## config.mk

```make
export PLATFORM = sky130hd
export DESIGN_NAME = shx_exposure_ctl
export DESIGN_NICKNAME = d
export VERILOG_FILES = /design/src/rtl/shx_pkg.sv /design/src/rtl/shx_line_ctr.sv /design/src/rtl/shx_pulse_seq.sv /design/src/rtl/shx_exposure_ctl.sv
export SDC_FILE = /design/constraint.sdc
export NUM_CORES = 1
export LEC_CHECK = 0
export BUFFER_PORTS_ARGS = -buffer_cell sky130_fd_sc_hd__buf_2
export CORE_ASPECT_RATIO = 0.5
export CORE_MARGIN = 2
export CORE_UTILIZATION = 53
export CTS_CLUSTER_DIAMETER = 60
export DETAILED_ROUTE_END_ITERATION = 10
export PLACE_DENSITY = 0.8
export SKIP_LAST_GASP = 1
export SLEW_MARGIN = 10
export SYNTH_ARGS = -nofsm -noshare
export SYNTH_HDL_FRONTEND = slang
export SYNTH_SLANG_ARGS = --single-unit
```

## constraint.sdc

```tcl
create_clock -name clk -period 2.36 [get_ports clk]
set_clock_uncertainty 0.2 [all_clocks]
set_input_delay 0.236 -clock clk [delete_from_list [all_inputs] [get_ports clk]]
set_output_delay 0.236 -clock clk [all_outputs]
set_load 0.02 [all_outputs]
```

## src/rtl/shx_pkg.sv

```systemverilog
package shx_pkg;

  typedef enum logic [1:0] {
    PH_IDLE = 2'd0,
    PH_PRE  = 2'd1,
    PH_FIRE = 2'd2,
    PH_POST = 2'd3
  } shx_phase_t;

  // A shutter is wanted only when the exposure fits strictly inside the frame.
  function automatic logic shot_wanted(input int nexp, input int nv);
    return (nexp != 0) && (nexp < nv);
  endfunction

  // Line count after which the shutter is inserted.
  function automatic int fire_line(input int nexp, input int nv);
    return nv - nexp;
  endfunction

endpackage

```

## src/rtl/shx_line_ctr.sv

```systemverilog
module shx_line_ctr #(
  parameter int NV_LINES = 5392,
  localparam int LW = $clog2(NV_LINES + 1)
) (
  input  logic          clk,
  input  logic          rst_n,
  input  logic          frame_go,
  input  logic          line_end,
  input  logic          stall,
  input  logic [LW-1:0] exp_lines,
  output logic          fire_req,
  output logic          xfer_due
);
  import shx_pkg::*;

  logic [LW-1:0] cnt_q, nexp_q, cnt_nx, trig_line;
  logic          run_q, shot_q, due_q;
  logic          accept, last_line;

  assign accept    = run_q && line_end && !stall;
  assign cnt_nx    = cnt_q + 1'b1;
  assign last_line = (cnt_nx == LW'(NV_LINES));
  assign trig_line = LW'(fire_line(int'(nexp_q), NV_LINES));
  assign fire_req  = accept && shot_q && (cnt_nx == trig_line);
  assign xfer_due  = due_q;

  always_ff @(posedge clk) begin
    if (!rst_n) begin
      cnt_q  <= '0;
      nexp_q <= '0;
      run_q  <= 1'b0;
      shot_q <= 1'b0;
      due_q  <= 1'b0;
    end else begin
      due_q <= 1'b0;
      if (!run_q) begin
        if (frame_go) begin
          run_q  <= 1'b1;
          cnt_q  <= '0;
          nexp_q <= exp_lines;
          shot_q <= shot_wanted(int'(exp_lines), NV_LINES);
        end
      end else if (accept) begin
        cnt_q <= cnt_nx;
        if (last_line) begin
          run_q <= 1'b0;
          due_q <= 1'b1;
        end
      end
    end
  end

endmodule

```

## src/rtl/shx_pulse_seq.sv

```systemverilog
module shx_pulse_seq #(
  parameter int GUARD_CYC = 40,
  parameter int FIRE_CYC  = 40,
  localparam int MAXC = (GUARD_CYC > FIRE_CYC) ? GUARD_CYC : FIRE_CYC,
  localparam int CW   = $clog2(MAXC + 1)
) (
  input  logic clk,
  input  logic rst_n,
  input  logic start,
  output logic shutter,
  output logic vhold
);
  import shx_pkg::*;

  shx_phase_t    ph_q;
  logic [CW-1:0] cnt_q, lim;
  logic          done;

  always_comb begin
    lim  = (ph_q == PH_FIRE) ? CW'(FIRE_CYC - 1) : CW'(GUARD_CYC - 1);
    done = (cnt_q == lim);
  end

  always_ff @(posedge clk) begin
    if (!rst_n) begin
      ph_q  <= PH_IDLE;
      cnt_q <= '0;
    end else begin
      case (ph_q)
        PH_IDLE: begin
          cnt_q <= '0;
          if (start) ph_q <= PH_PRE;
        end
        PH_PRE: begin
          if (done) begin ph_q <= PH_FIRE; cnt_q <= '0; end
          else cnt_q <= cnt_q + 1'b1;
        end
        PH_FIRE: begin
          if (done) begin ph_q <= PH_POST; cnt_q <= '0; end
          else cnt_q <= cnt_q + 1'b1;
        end
        default: begin
          if (done) begin ph_q <= PH_IDLE; cnt_q <= '0; end
          else cnt_q <= cnt_q + 1'b1;
        end
      endcase
    end
  end

  assign shutter = (ph_q == PH_FIRE);
  assign vhold   = (ph_q != PH_IDLE);

endmodule

```

## src/rtl/shx_exposure_ctl.sv

```systemverilog
module shx_exposure_ctl #(
  parameter int NV_LINES  = 5392,
  parameter int GUARD_CYC = 40,
  parameter int FIRE_CYC  = 40,
  localparam int LW = $clog2(NV_LINES + 1)
) (
  input  logic          clk,
  input  logic          rst_n,
  input  logic          frame_go,
  input  logic          line_end,
  input  logic [LW-1:0] exp_lines,
  input  logic          pwr_ok,
  output logic          shutter,
  output logic          vhold,
  output logic          xfer_due
);

  logic boundary_hit;
  logic fire_start;

  assign fire_start = boundary_hit && pwr_ok;

  shx_line_ctr #(.NV_LINES(NV_LINES)) u_lines (
    .clk      (clk),
    .rst_n    (rst_n),
    .frame_go (frame_go),
    .line_end (line_end),
    .stall    (vhold),
    .exp_lines(exp_lines),
    .fire_req (boundary_hit),
    .xfer_due (xfer_due)
  );

  shx_pulse_seq #(.GUARD_CYC(GUARD_CYC), .FIRE_CYC(FIRE_CYC)) u_pulse (
    .clk    (clk),
    .rst_n  (rst_n),
    .start  (fire_start),
    .shutter(shutter),
    .vhold  (vhold)
  );

endmodule

```

==> results of run 1 <==
## flip-flops by register name, indices dropped and copies added (netlist names)
name	cells
u_lines.cnt_q	13
u_lines.nexp_q	13
u_pulse.cnt_q	6
u_pulse.ph_q	2
u_lines.run_q	1
u_lines.shot_q	1
u_lines.xfer_due	1
## cell families (layout without fill, tap and decap cells)
logic type | after synthesis | after routing | share of synthesized area
AOI/OAI and AO/OA | 55 | 55 | 0.159
xor gates and xnor gates | 37 | 37 | 0.153
adders and majority gates | 6 | 6 | 0.0326
buffers and inverters | 24 | 74 | 0.0418
DFF | 37 | 37 | 0.322
muxes | 2 | 2 | 0.00869
and+or+nand+nor | 123 | 123 | 0.284
## path summary, 6_finish.rpt
| check | startpoint | slack, ps | cells after the start | endpoint |
|---|---|---|---|---|
| worst max-delay path | u_lines.nexp_q[2]$_SDFFE_PN0P_ | -60 | 8 | u_pulse.ph_q[1]$_SDFFE_PN0P_ |
| worst min-delay path | exp_lines[7] | 10 | 3 | u_lines.nexp_q[7]$_SDFFE_PN0P_ |
| worst max register to register | u_lines.nexp_q[2]$_SDFFE_PN0P_ | -60 | 8 | u_pulse.ph_q[1]$_SDFFE_PN0P_ |
| worst min register to register | u_pulse.cnt_q[0]$_SDFF_PP0_ | 250 | 1 | u_pulse.cnt_q[0]$_SDFF_PP0_ |
## synthesized netlist by cell type (3+ instances only)
cell type / n / area, um^2
buf_2: 5 / 25.0
nor2b_1: 4 / 25.0
clkbuf_1: 11 / 41.3
nor4_1: 3 / 18.8
a21boi_0: 17 / 128
and2_1: 8 / 50.1
nor3_1: 5 / 25.0
nand2b_1: 4 / 25.0
nand3_1: 20 / 100
o21ai_0: 11 / 55.1
ha_1: 6 / 75.1
dfxtp_1: 37 / 741
nand4_1: 3 / 18.8
nor2_1: 17 / 63.8
nand2_1: 42 / 158
xnor2_1: 21 / 184
a21oi_1: 9 / 45.0
xor2_1: 14 / 123
inv_1: 8 / 30.0
## final cells by class
type | instances | area, um^2
multi-input cells | 223 | 1610
fillers | 273 | 1070
flip-flops and latches | 37 | 751
repair buffers | 58 | 395
clock buffers | 7 | 86.3
well taps | 54 | 67.6
inverters | 8 | 32.5
clock inverters | 1 | 30.0
## per-stage QoR
step	setup TNS (ps)	hold WS, ps	area, um^2	power [W]
floorplan	0	181	2320	0.000804
global placement	-33.1	228	2650	0.000865
detailed placement	-202	245	2650	0.000872
CTS	-151	6.30	2840	0.00145
global route	-540	27.7	2970	0.00152
finish	-187	10.7	2970	0.00147
## routing by layer
metal,vias to the layer above,wire length [um],GRT usage
li1,1080,-,-
met1,1054,2730,0.318
met2,88,2810,0.407
met3,13,498,0.0515
met4,0,108,0.0856
met5,-,0,0
## worst min-delay path: cells and delay by family
family | cells | cell delay [ps]
AND/OR/NAND/NOR | 1 | 50
buffers and inverters | 1 | 100
AO/OA/AOI/OAI | 1 | 70
## timing repair
item | in CTS | in global routing
gates resized for setup | 7 | 22
endpoints found under the setup margin | 4 | 4
pin swaps | 7 | 11
hold buffers | 4 | 0
endpoints found under the hold margin | 4 | 0
cloned | 0 | 0
setup buffers | 2 | 2
## where the power goes
group	switching, W	leakage [nW]	internal [W]
Clock	0.000228	0.0585	0.000344
Combinational	0.000114	0.832	0.000114
Sequential	0.0000253	0.304	0.000642
==> results by group, run 1 <==
Status
  • Failing checks: negative setup slack
  • Outcome: complete, but fails checks

Power
  • Max rail drop VDD: between 0.0003 and 0.0004 V
  • Static Leak: 1.19 nW
  • Power Dens Cells: about 490 nW/um^2

Die
  • Initial Utilization: 0.570
  • Row count: 16
  • # IOs: 21
  • Die area: 4920 um^2
  • Die Ht: 50.6 um
  • Area of the core: 4040 um^2
  • Die Wd: 97.2 um

Logic synthesis
  • Post-Synthesis Cell Area: 2300 um^2
  • FFs w/ async S/R, synth: 0
  • Post-synth EDFFs: 0
  • Avg Inst Size Synth: 8.11 um^2
  • Register bit count reported by yosys: 37
  • Sequential area share after synthesis: 0.322
  • Synth Instances: around 280
  • Ys flop type: dfxtp_1
  • Mapped Nets: 308
  • YS warnings: 0
  • Distinct cell type count after synthesis: 47

Detailed routing
  • Routed WL: 6.15 mm
  • Vias per std cell: 5.76
  • Wirelength per Cell: 15.8 um
  • DR pass1 iterations: 4
  • First DRT Iteration DRCs: 220
  • DR vias: 2235
  • Remaining DRCs: 0
  • Detail Route Antenna Nets: 0

Finish
  • Commonest cells after routing, fill and taps aside: 42 x nand2_1, 34 x buf_4, 29 x dfxtp_1, 20 x buf_2, 19 x nand3_1
  • Share of cells above drive strength 1: 0.290
  • Most common cell after layout, fill and taps aside: nand2_1
  • Final Net Count: 357
  • P&R area growth vs syn: 29.0%
  • ANT cells: 0
  • Final core utilization: 0.735
  • Final Non-Filler Cells: 388

Timing
  • Final worst setup slack: -62.3 ps
  • Final hold violations: 0
  • Slew of the pin with the lowest slew margin: approximately 740 ps
  • Fmax: 0.413 GHz
  • Max_slew headroom: 0.507
  • RSZ-0062 raised after global routing: yes
  • Final min period: 2420 ps
  • Period utilisation layout: 1.03
  • Slew Viols, Final: 0
  • Setup-failing EPs final: 4

Placed design
  • Dpl hpwl: 4.20 mm
  • Placer Congestion: 0.869
  • Pre-CTS setup slack: -103 ps
  • IO buf count: 20
  • Dpl cells: 372

Setup path
  • Critical-path cell list: o41a_1 -> o41a_1 -> xnor2_1 -> xor2_1 -> nor4b_2 -> o2111ai_1 -> o21a_1 -> mux2i_1
  • Crit path DAT: around 2400 ps
  • Worst path required time: roughly 2300 ps
  • Worst setup SP type: flip-flop
  • Worst setup path category: flip-flop to flip-flop
  • Crit end category: flip-flop
  • CP bufs+invs: 0
  • Maximum fanout along the worst path: 2
  • Worst path top cell family by delay: compound AO/OA/AOI/OAI gates
  • Crit-path max cell delay: 450 ps
  • CP dominant cell by count: o41a_1
  • Crit-path slowest cell: o41a_1

Clock network
  • CTS Buffer Depth: 2
  • H-tree depth: 2
  • Clk_lat worst skew: 290 ps
  • Num CTS Buffers: 5
  • CTS tree: yes
  • CTS clk-pin slew, worst paths: 70 ps
  • Clock root cell: clkbuf_8
  • Num Clock Sinks: 37

Worst hold path
  • Min-delay worst type: primary input to flip-flop

Global route
  • Global-route wire length before repair: between 9 and 10 mm
  • Vias in the first global route: between 2k and 2.5k
  • Initial antenna violation count: 0
  • Overall Global Routing Usage: 0.244
  • Largest net degree at the start of global routing: 34
  • Total grt overflow: 0

Flow run
  • MaxCap Viol Count: 0
(Power assumes the default switching activity.)
==> inputs of run 2 (changes only) <==
--- a/config.mk
+++ b/config.mk
@@ -16,4 +16,5 @@
 export SLEW_MARGIN = 10
 export SYNTH_ARGS = -nofsm -noshare
 export SYNTH_HDL_FRONTEND = slang
+export SYNTH_HIERARCHICAL = 1
 export SYNTH_SLANG_ARGS = --single-unit
==> results by group, run 2 <==
Status
  • Outcome: complete, but fails checks (unchanged)
  • Failing checks: negative setup slack (unchanged)

Finish
  • Most common cell after layout, fill and taps aside: buf_4 (was nand2_1)
  • ANT cells: 0 (unchanged)
  • Final Net Count: 386 (was 357)
  • Final core utilization: 0.714 (was 0.735)
  • P&R area growth vs syn: 31.6% (was 29.0%)
  • Commonest cells after routing, fill and taps aside: 57 x buf_4, 46 x nand2_1, 31 x dfxtp_1, 27 x xnor2_1, 20 x buf_2 (was 42 x nand2_1, 34 x buf_4, 29 x dfxtp_1, 20 x buf_2, 19 x nand3_1)
  • Final Non-Filler Cells: 418 (was 388)
  • Share of cells above drive strength 1: 0.321 (was 0.290)
  • Largest regs: u_lines/cnt_q x13, u_lines/nexp_q x13, u_pulse/cnt_q x6 (was u_lines.cnt_q x13, u_lines.nexp_q x13, u_pulse.cnt_q x6)
  • Filler cells: 323 (was 273)

Detailed routing
  • WL met1: 2.80 mm (was 2.73 mm)
  • Top sig layer: met4 (unchanged)
  • DR pass1 iterations: 4 (unchanged)
  • Detail Route Antenna Nets: 0 (unchanged)
  • Routed WL: 6.25 mm (was 6.15 mm)
  • Vias per std cell: 5.51 (was 5.76)
  • Wirelength per Cell: 15.0 um (was 15.8 um)
  • Wire length on met2: 2.98 mm (was 2.81 mm)
  • First DRT Iteration DRCs: 130 (was 220)
  • Met3 WL: 333 um (was 498 um)
  • Remaining DRCs: 0 (unchanged)
  • DR vias: 2304 (was 2235)

Logic synthesis
  • Synth top area cells: dfxtp_1 31%, xnor2_1 11%, nand2_1 7.3% (was dfxtp_1 32%, xnor2_1 8.0%, nand2_1 6.8%)
  • Ys flop type: dfxtp_1 (unchanged)
  • Sequential area share after synthesis: 0.315 (was 0.322)
  • Dominant cell type by area after synthesis: dfxtp_1 (unchanged)
  • Most frequent cell after synthesis: nand2_1 (unchanged)
  • Post-Synthesis Cell Area: 2350 um^2 (was 2300 um^2)
  • Most frequent cells after synthesis: 46 x nand2_1, 37 x dfxtp_1, 29 x xnor2_1, 19 x a21boi_0, 17 x nor2_1 (was 42 x nand2_1, 37 x dfxtp_1, 21 x xnor2_1, 20 x nand3_1)
  • Register bit count reported by yosys: 37 (unchanged)
  • Mapped Nets: 314 (was 308)
  • Avg Inst Size Synth: 8.14 um^2 (was 8.11 um^2)
  • Distinct cell type count after synthesis: 43 (was 47)
  • YS warnings: 6 (was 0)
  • FFs w/ async S/R, synth: 0 (unchanged)
  • Top cell type's share of synthesized area: 0.315 (was 0.322)
  • Synth Instances: 289 (was 284)
  • Post-synth EDFFs: 0 (unchanged)

Global route
  • Largest net degree at the start of global routing: 35 (was 34)
  • Initial antenna violation count: 0 (unchanged)
  • Overall Global Routing Usage: 0.254 (was 0.244)
  • Vias in the first global route: 2214 (was 2013)
  • Global-route wire length before repair: 10.1 mm (was 9.43 mm)
  • Total grt overflow: 0 (unchanged)

Timing
  • Final worst setup slack: -526 ps (was -62.3 ps)
  • Max_slew headroom: 0.657 (was 0.507)
  • Slew of the pin with the lowest slew margin: 514 ps (was 738 ps)
  • Period utilisation layout: 1.22 (was 1.03)
  • Slew Viols, Final: 0 (unchanged)
  • Final TNS setup: -1040 ps (was -187 ps)
  • Final Hold Slack: 1.47 ps (was 10.7 ps)
  • Final min period: 2890 ps (was 2420 ps)
  • Setup-failing EPs final: 2 (was 4)
  • Fmax: 0.347 GHz (was 0.413 GHz)
  • RSZ-0062 raised after global routing: yes (unchanged)
  • Final hold violations: 0 (unchanged)

Setup path
  • Critical-path cell list: inv_2 -> ha_4 -> or3b_4 -> buf_4 -> xnor2_2 -> xnor2_1 -> nand4_1 -> a2111oi_4 -> and2_1 -> and4bb_2 -> a31oi_4 -> mux2i_1 (was o41a_1 -> o41a_1 -> xnor2_1 -> xor2_1 -> nor4b_2 -> o2111ai_1 -> o21a_1 -> mux2i_1)
  • Crit path DAT: 2850 ps (was 2400 ps)
  • Worst setup path category: flip-flop to flip-flop (unchanged)
  • Worst setup SP type: flip-flop (unchanged)
  • CP bufs+invs: 2 (was 0)
  • Crit end category: flip-flop (unchanged)
  • Crit-path slowest cell: or3b_4 (was o41a_1)
  • Reg-to-reg slack, setup: -530 ps (was -60 ps)
  • Worst path required time: 2330 ps (was 2340 ps)
  • Crit-path max cell delay: 410 ps (was 450 ps)
  • Maximum fanout along the worst path: 3 (was 2)
  • Worst path top cell family by delay: simple AND/OR/NAND/NOR gates (was compound AO/OA/AOI/OAI gates)

Die
  • Initial Utilization: 0.542 (was 0.570)
  • # IOs: 21 (unchanged)
  • Row count: 17 (was 16)
  • Area of the core: 4340 um^2 (was 4040 um^2)
  • Die area: 5020 um^2 (was 4920 um^2)
  • Die Ht: 51.1 um (was 50.6 um)
  • Die Wd: 98.2 um (was 97.2 um)

Placed design
  • Dpl cells: 409 (was 372)
  • IO buf count: 20 (unchanged)
  • Placer Congestion: 0.913 (was 0.869)
  • Dpl hpwl: 4.53 mm (was 4.20 mm)
  • Pre-CTS setup slack: -589 ps (was -103 ps)

Flow run
  • MaxCap Viol Count: 0 (unchanged)

Clock network
  • Hold_buf cts: 0 (was 4)
  • H-tree depth: 2 (unchanged)
  • CTS clk-pin slew, worst paths: 70 ps (about the same)
  • CTS tree: yes (unchanged)
  • Clock root cell: clkbuf_8 (unchanged)
  • CTS Buffer Depth: 2 (unchanged)
  • Clk_lat worst skew: 290 ps (about the same)
  • Num Clock Sinks: 37 (unchanged)
  • Num CTS Buffers: 5 (unchanged)

Power
  • Power Dens Cells: 438 nW/um^2 (was 494 nW/um^2)
  • Max rail drop VDD: 0.000272 V (was 0.000343 V)
  • Static Leak: 1.27 nW (was 1.19 nW)

Worst hold path
  • Min-delay worst type: primary input to flip-flop (unchanged)
[run 2: logic make-up after synthesis]
| logic type | synth area share |
|---|---|
| simple gates | 0.288 |
| compound gates | 0.163 |
| xor+xnor | 0.152 |
| flops | 0.315 |
| buf+inv | 0.0372 |
| fa+ha+maj | 0.0372 |
| mux | 0.00851 |
[run 2: repair_timing]
item | 4_1_cts | 5_1_grt
pin swaps | 9 | 8
setup buffers | 2 | 0
endpoints found under the setup margin | 2 | 5
resized for setup | 8 | 14
[run 2: power by group]
part | internal (W) | switching [W] | total [W]
registers | 0.000640 | 0.0000146 | 0.000655
clock network | 0.000232 | 0.000217 | 0.000448
logic | 0.000126 | 0.000127 | 0.000253
total | 0.000998 | 0.000358 | 0.00136
[run 2: path summary, 6_finish.rpt]
| check | to | start | cells after the start |
|---|---|---|---|
| worst max register to register | u_pulse/ph_q[0]$_SDFFE_PN0P_ | u_lines/nexp_q[0]$_SDFFE_PN0P_ | 12 |
| worst max-delay path | u_pulse/ph_q[0]$_SDFFE_PN0P_ | u_lines/nexp_q[0]$_SDFFE_PN0P_ | 12 |
| worst min-delay path | u_lines/nexp_q[4]$_SDFFE_PN0P_ | exp_lines[4] | 3 |
| worst min register to register | u_pulse/cnt_q[0]$_SDFF_PP0_ | u_pulse/cnt_q[0]$_SDFF_PP0_ | 1 |
[run 2: stage by stage]
| step | total power, W | cell area (um^2) |
|---|---|---|
| finish | 0.00136 | 3100 |
| global route | 0.00141 | 3100 |
| CTS | 0.00134 | 3030 |
| detailed placement | 0.000891 | 2910 |
| global placement | 0.000882 | 2910 |
| floorplan | 0.000810 | 2380 |
[run 2: tightest hold or removal path, stage by stage]
cell and delay, ps:
buf_2 100, nand2_1 40, a21boi_0 60
[run 2: area by class of cell]
| type | count | area, um^2 | share of cell area |
|---|---|---|---|
| clock buffer | 7 | 86.3 | 0.0279 |
| inverter | 10 | 40.0 | 0.0129 |
| multi-input combinational | 230 | 1620 | 0.523 |
| sequential | 37 | 751 | 0.242 |
| tap | 57 | 71.3 | 0.0230 |
| timing repair buffer | 77 | 528 | 0.171 |
[run 2: layer usage]
metal	vias to the layer above	global-route usage
li1	1126	-
met1	1068	0.312
met2	91	0.451
met3	19	0.0547
met4	0	0.0890
met5	-	0
==> inputs of run 3 (changes only) <==
--- a/config.mk
+++ b/config.mk
@@ -18,3 +18,4 @@
 export SYNTH_HDL_FRONTEND = slang
 export SYNTH_HIERARCHICAL = 1
 export SYNTH_SLANG_ARGS = --single-unit
+export TNS_END_PERCENT = 30
==> results by group, run 3 (same netlist as run 2, synthesis figures left out) <==
Timing
  • RSZ-0062 raised after global routing: yes (unchanged)
  • Fmax: 0.345 GHz (was 0.347 GHz)
  • Max_slew headroom: 0.664 (was 0.657)
  • Slew of the pin with the lowest slew margin: 504 ps (was 514 ps)
  • Slew Viols, Final: 0 (unchanged)
  • Final worst setup slack: -539 ps (was -526 ps)
  • Final min period: 2900 ps (was 2890 ps)
  • Period utilisation layout: 1.23 (was 1.22)
  • Final Hold Slack: 1.82 ps (was 1.47 ps)
  • Final hold violations: 0 (unchanged)
  • Setup-failing EPs final: 2 (unchanged)

Die
  • Initial Utilization: 0.542 (unchanged)
  • Die Wd: 98.2 um (unchanged)
  • Row count: 17 (unchanged)
  • # IOs: 21 (unchanged)
  • Die Ht: 51.1 um (unchanged)
  • Area of the core: 4340 um^2 (unchanged)
  • Die area: 5020 um^2 (unchanged)

Power
  • Seq pwr share: 0.484 (was 0.483)
  • NetSw: 0.000356 W (was 0.000358 W)
  • Power Dens Cells: 440 nW/um^2 (was 438 nW/um^2)
  • Switching share of power: 0.263 (was 0.264)
  • Gate power share: 0.187 (was 0.186)
  • Internal cell power: 0.000998 W (about the same)
  • Static Leak: 1.27 nW (about the same)
  • Clock share of power: 0.330 (was 0.331)
  • Max rail drop VDD: 0.000269 V (was 0.000272 V)
  • Total power: 0.00135 W (was 0.00136 W)

Detailed routing
  • DR vias: 2305 (was 2304)
  • Vias per std cell: 5.51 (about the same)
  • Remaining DRCs: 0 (unchanged)
  • First DRT Iteration DRCs: 129 (was 130)
  • Wirelength per Cell: 14.8 um (was 15.0 um)
  • DR pass1 iterations: 4 (unchanged)
  • Detail Route Antenna Nets: 0 (unchanged)
  • Routed WL: 6.19 mm (was 6.25 mm)

Setup path
  • Crit path DAT: 2860 ps (was 2850 ps)
  • CP bufs+invs: 2 (unchanged)
  • Critical-path cell list: inv_4 -> ha_4 -> or3b_4 -> buf_4 -> xnor2_2 -> xnor2_1 -> nand4_1 -> a2111oi_4 -> and2_1 -> and4bb_2 -> a31oi_4 -> mux2i_1 (was inv_2 -> ha_4 -> or3b_4 -> buf_4 -> xnor2_2 -> xnor2_1 -> nand4_1 -> a2111oi_4 -> and2_1 -> and4bb_2 -> a31oi_4 -> mux2i_1)
  • Maximum fanout along the worst path: 3 (unchanged)
  • Worst setup path category: flip-flop to flip-flop (unchanged)
  • FF-to-FF Start: u_lines/nexp_q[1]$_SDFFE_PN0P_ (was u_lines/nexp_q[0]$_SDFFE_PN0P_)
  • Crit-path max cell delay: 410 ps (about the same)
  • Crit-path slowest cell: or3b_4 (unchanged)
  • Crit end category: flip-flop (unchanged)
  • Worst setup path start: u_lines/nexp_q[1]$_SDFFE_PN0P_ (was u_lines/nexp_q[0]$_SDFFE_PN0P_)
  • Worst path required time: 2320 ps (was 2330 ps)
  • Worst path top cell family by delay: simple AND/OR/NAND/NOR gates (unchanged)
  • Worst setup SP type: flip-flop (unchanged)

Clock network
  • H-tree depth: 2 (unchanged)
  • CTS clk-pin slew, worst paths: 70 ps (about the same)
  • Hold_buf cts: 0 (unchanged)
  • Clk_lat worst skew: 290 ps (about the same)
  • Clock root cell: clkbuf_8 (unchanged)
  • CTS tree: yes (unchanged)
  • CTS Buffer Depth: 2 (unchanged)
  • Num Clock Sinks: 37 (unchanged)
  • Num CTS Buffers: 5 (unchanged)

Status
  • Outcome: complete, but fails checks (unchanged)
  • Failing checks: negative setup slack (unchanged)

Finish
  • Share of cells above drive strength 1: 0.313 (was 0.321)
  • Footprint of the multi-input gates: 1600 um^2 (was 1620 um^2)
  • Final Net Count: 386 (unchanged)
  • Fin area: 3080 um^2 (was 3100 um^2)
  • Filler cells: 324 (was 323)
  • Final core utilization: 0.710 (was 0.714)
  • Most common cell after layout, fill and taps aside: buf_4 (unchanged)
  • P&R area growth vs syn: 30.8% (was 31.6%)
  • Sequential cell area: 751 um^2 (unchanged)
  • ANT cells: 0 (unchanged)
  • Largest regs: u_lines/cnt_q x13, u_lines/nexp_q x13, u_pulse/cnt_q x6 (unchanged)
  • Commonest cells after routing, fill and taps aside: 57 x buf_4, 46 x nand2_1, 31 x dfxtp_1, 27 x xnor2_1, 20 x buf_2 (unchanged)

Placed design
  • Placer Congestion: 0.913 (unchanged)
  • Placed inst area: 2910 um^2 (unchanged)
  • Dpl hpwl: 4.53 mm (unchanged)
  • IO buf count: 20 (unchanged)

Global route
  • Overall Global Routing Usage: 0.254 (unchanged)
  • Vias in the first global route: 2214 (unchanged)
  • Initial antenna violation count: 0 (unchanged)
  • Largest net degree at the start of global routing: 35 (unchanged)
  • Global-route wire length before repair: 10.1 mm (unchanged)
  • Total grt overflow: 0 (unchanged)

Flow run
  • MaxCap Viol Count: 0 (unchanged)

Worst hold path
  • Min-delay worst type: primary input to flip-flop (unchanged)
  • Worst hold path startpoint: exp_lines[4] (unchanged)
[run 3: power by group through the flow]
stage	Combinational [W]	Sequential, W	Clock [W]
2_1_floorplan	0.000141	0.000669	0
3_5_place_dp	0.000223	0.000667	0
5_1_grt	0.000276	0.000656	0.000481
6_report	0.000253	0.000655	0.000446
4_1_cts	0.000235	0.000654	0.000450
3_3_place_gp	0.000216	0.000666	0
[run 3: final timing paths]
check	cells after the start	endpoint	slack [ps]
worst max-delay path	12	u_pulse/ph_q[0]$_SDFFE_PN0P_	-540
worst min-delay path	3	u_lines/nexp_q[4]$_SDFFE_PN0P_	2
worst max register to register	12	u_pulse/ph_q[0]$_SDFFE_PN0P_	-540
worst min register to register	1	u_pulse/cnt_q[0]$_SDFF_PP0_	270
[run 3: metal layers]
layer  up-vias  GRT usage  routed length [um]
met5         -          0                   0
met4         0     0.0890                 130
met3        15     0.0547                 286
met2        68      0.451                2970
met1      1094      0.312                2810
li1       1128          -                   -
[run 3: repair_timing]
| item | in CTS | in global routing |
|---|---|---|
| setup buffers | 2 | 0 |
| endpoints found under the setup margin | 2 | 5 |
| pin swaps | 9 | 7 |
| gates resized for setup | 8 | 10 |
| cloned | 0 | 0 |
[run 3: worst register-to-register path, cell delays in order (launching register included)]
cell and delay (ps):
dfxtp_4 370, inv_4 60, ha_4 120, or3b_4 410, buf_4 160, xnor2_2 160
xnor2_1 140, nand4_1 150, a2111oi_4 390, and2_1 200, and4bb_2 260, a31oi_4 50
mux2i_1 130
[run 3: stage by stage]
stage               instances  TNS (ps)  setup WS [ps]
floorplan                 289      -844           -422
global placement          409      -894           -447
detailed placement        409     -1170           -589
CTS                       418      -960           -485
global route              418     -1740           -664
finish                    418     -1070           -539
[run 3: cell type report]
| cell class | instances | area share |
|---|---|---|
| Clock buffer | 7 | 0.0280 |
| Inverter | 10 | 0.0130 |
| Multi-Input combinational cell | 230 | 0.521 |
| Sequential cell | 37 | 0.244 |
| Tap cell | 57 | 0.0232 |
| Timing Repair Buffer | 77 | 0.171 |
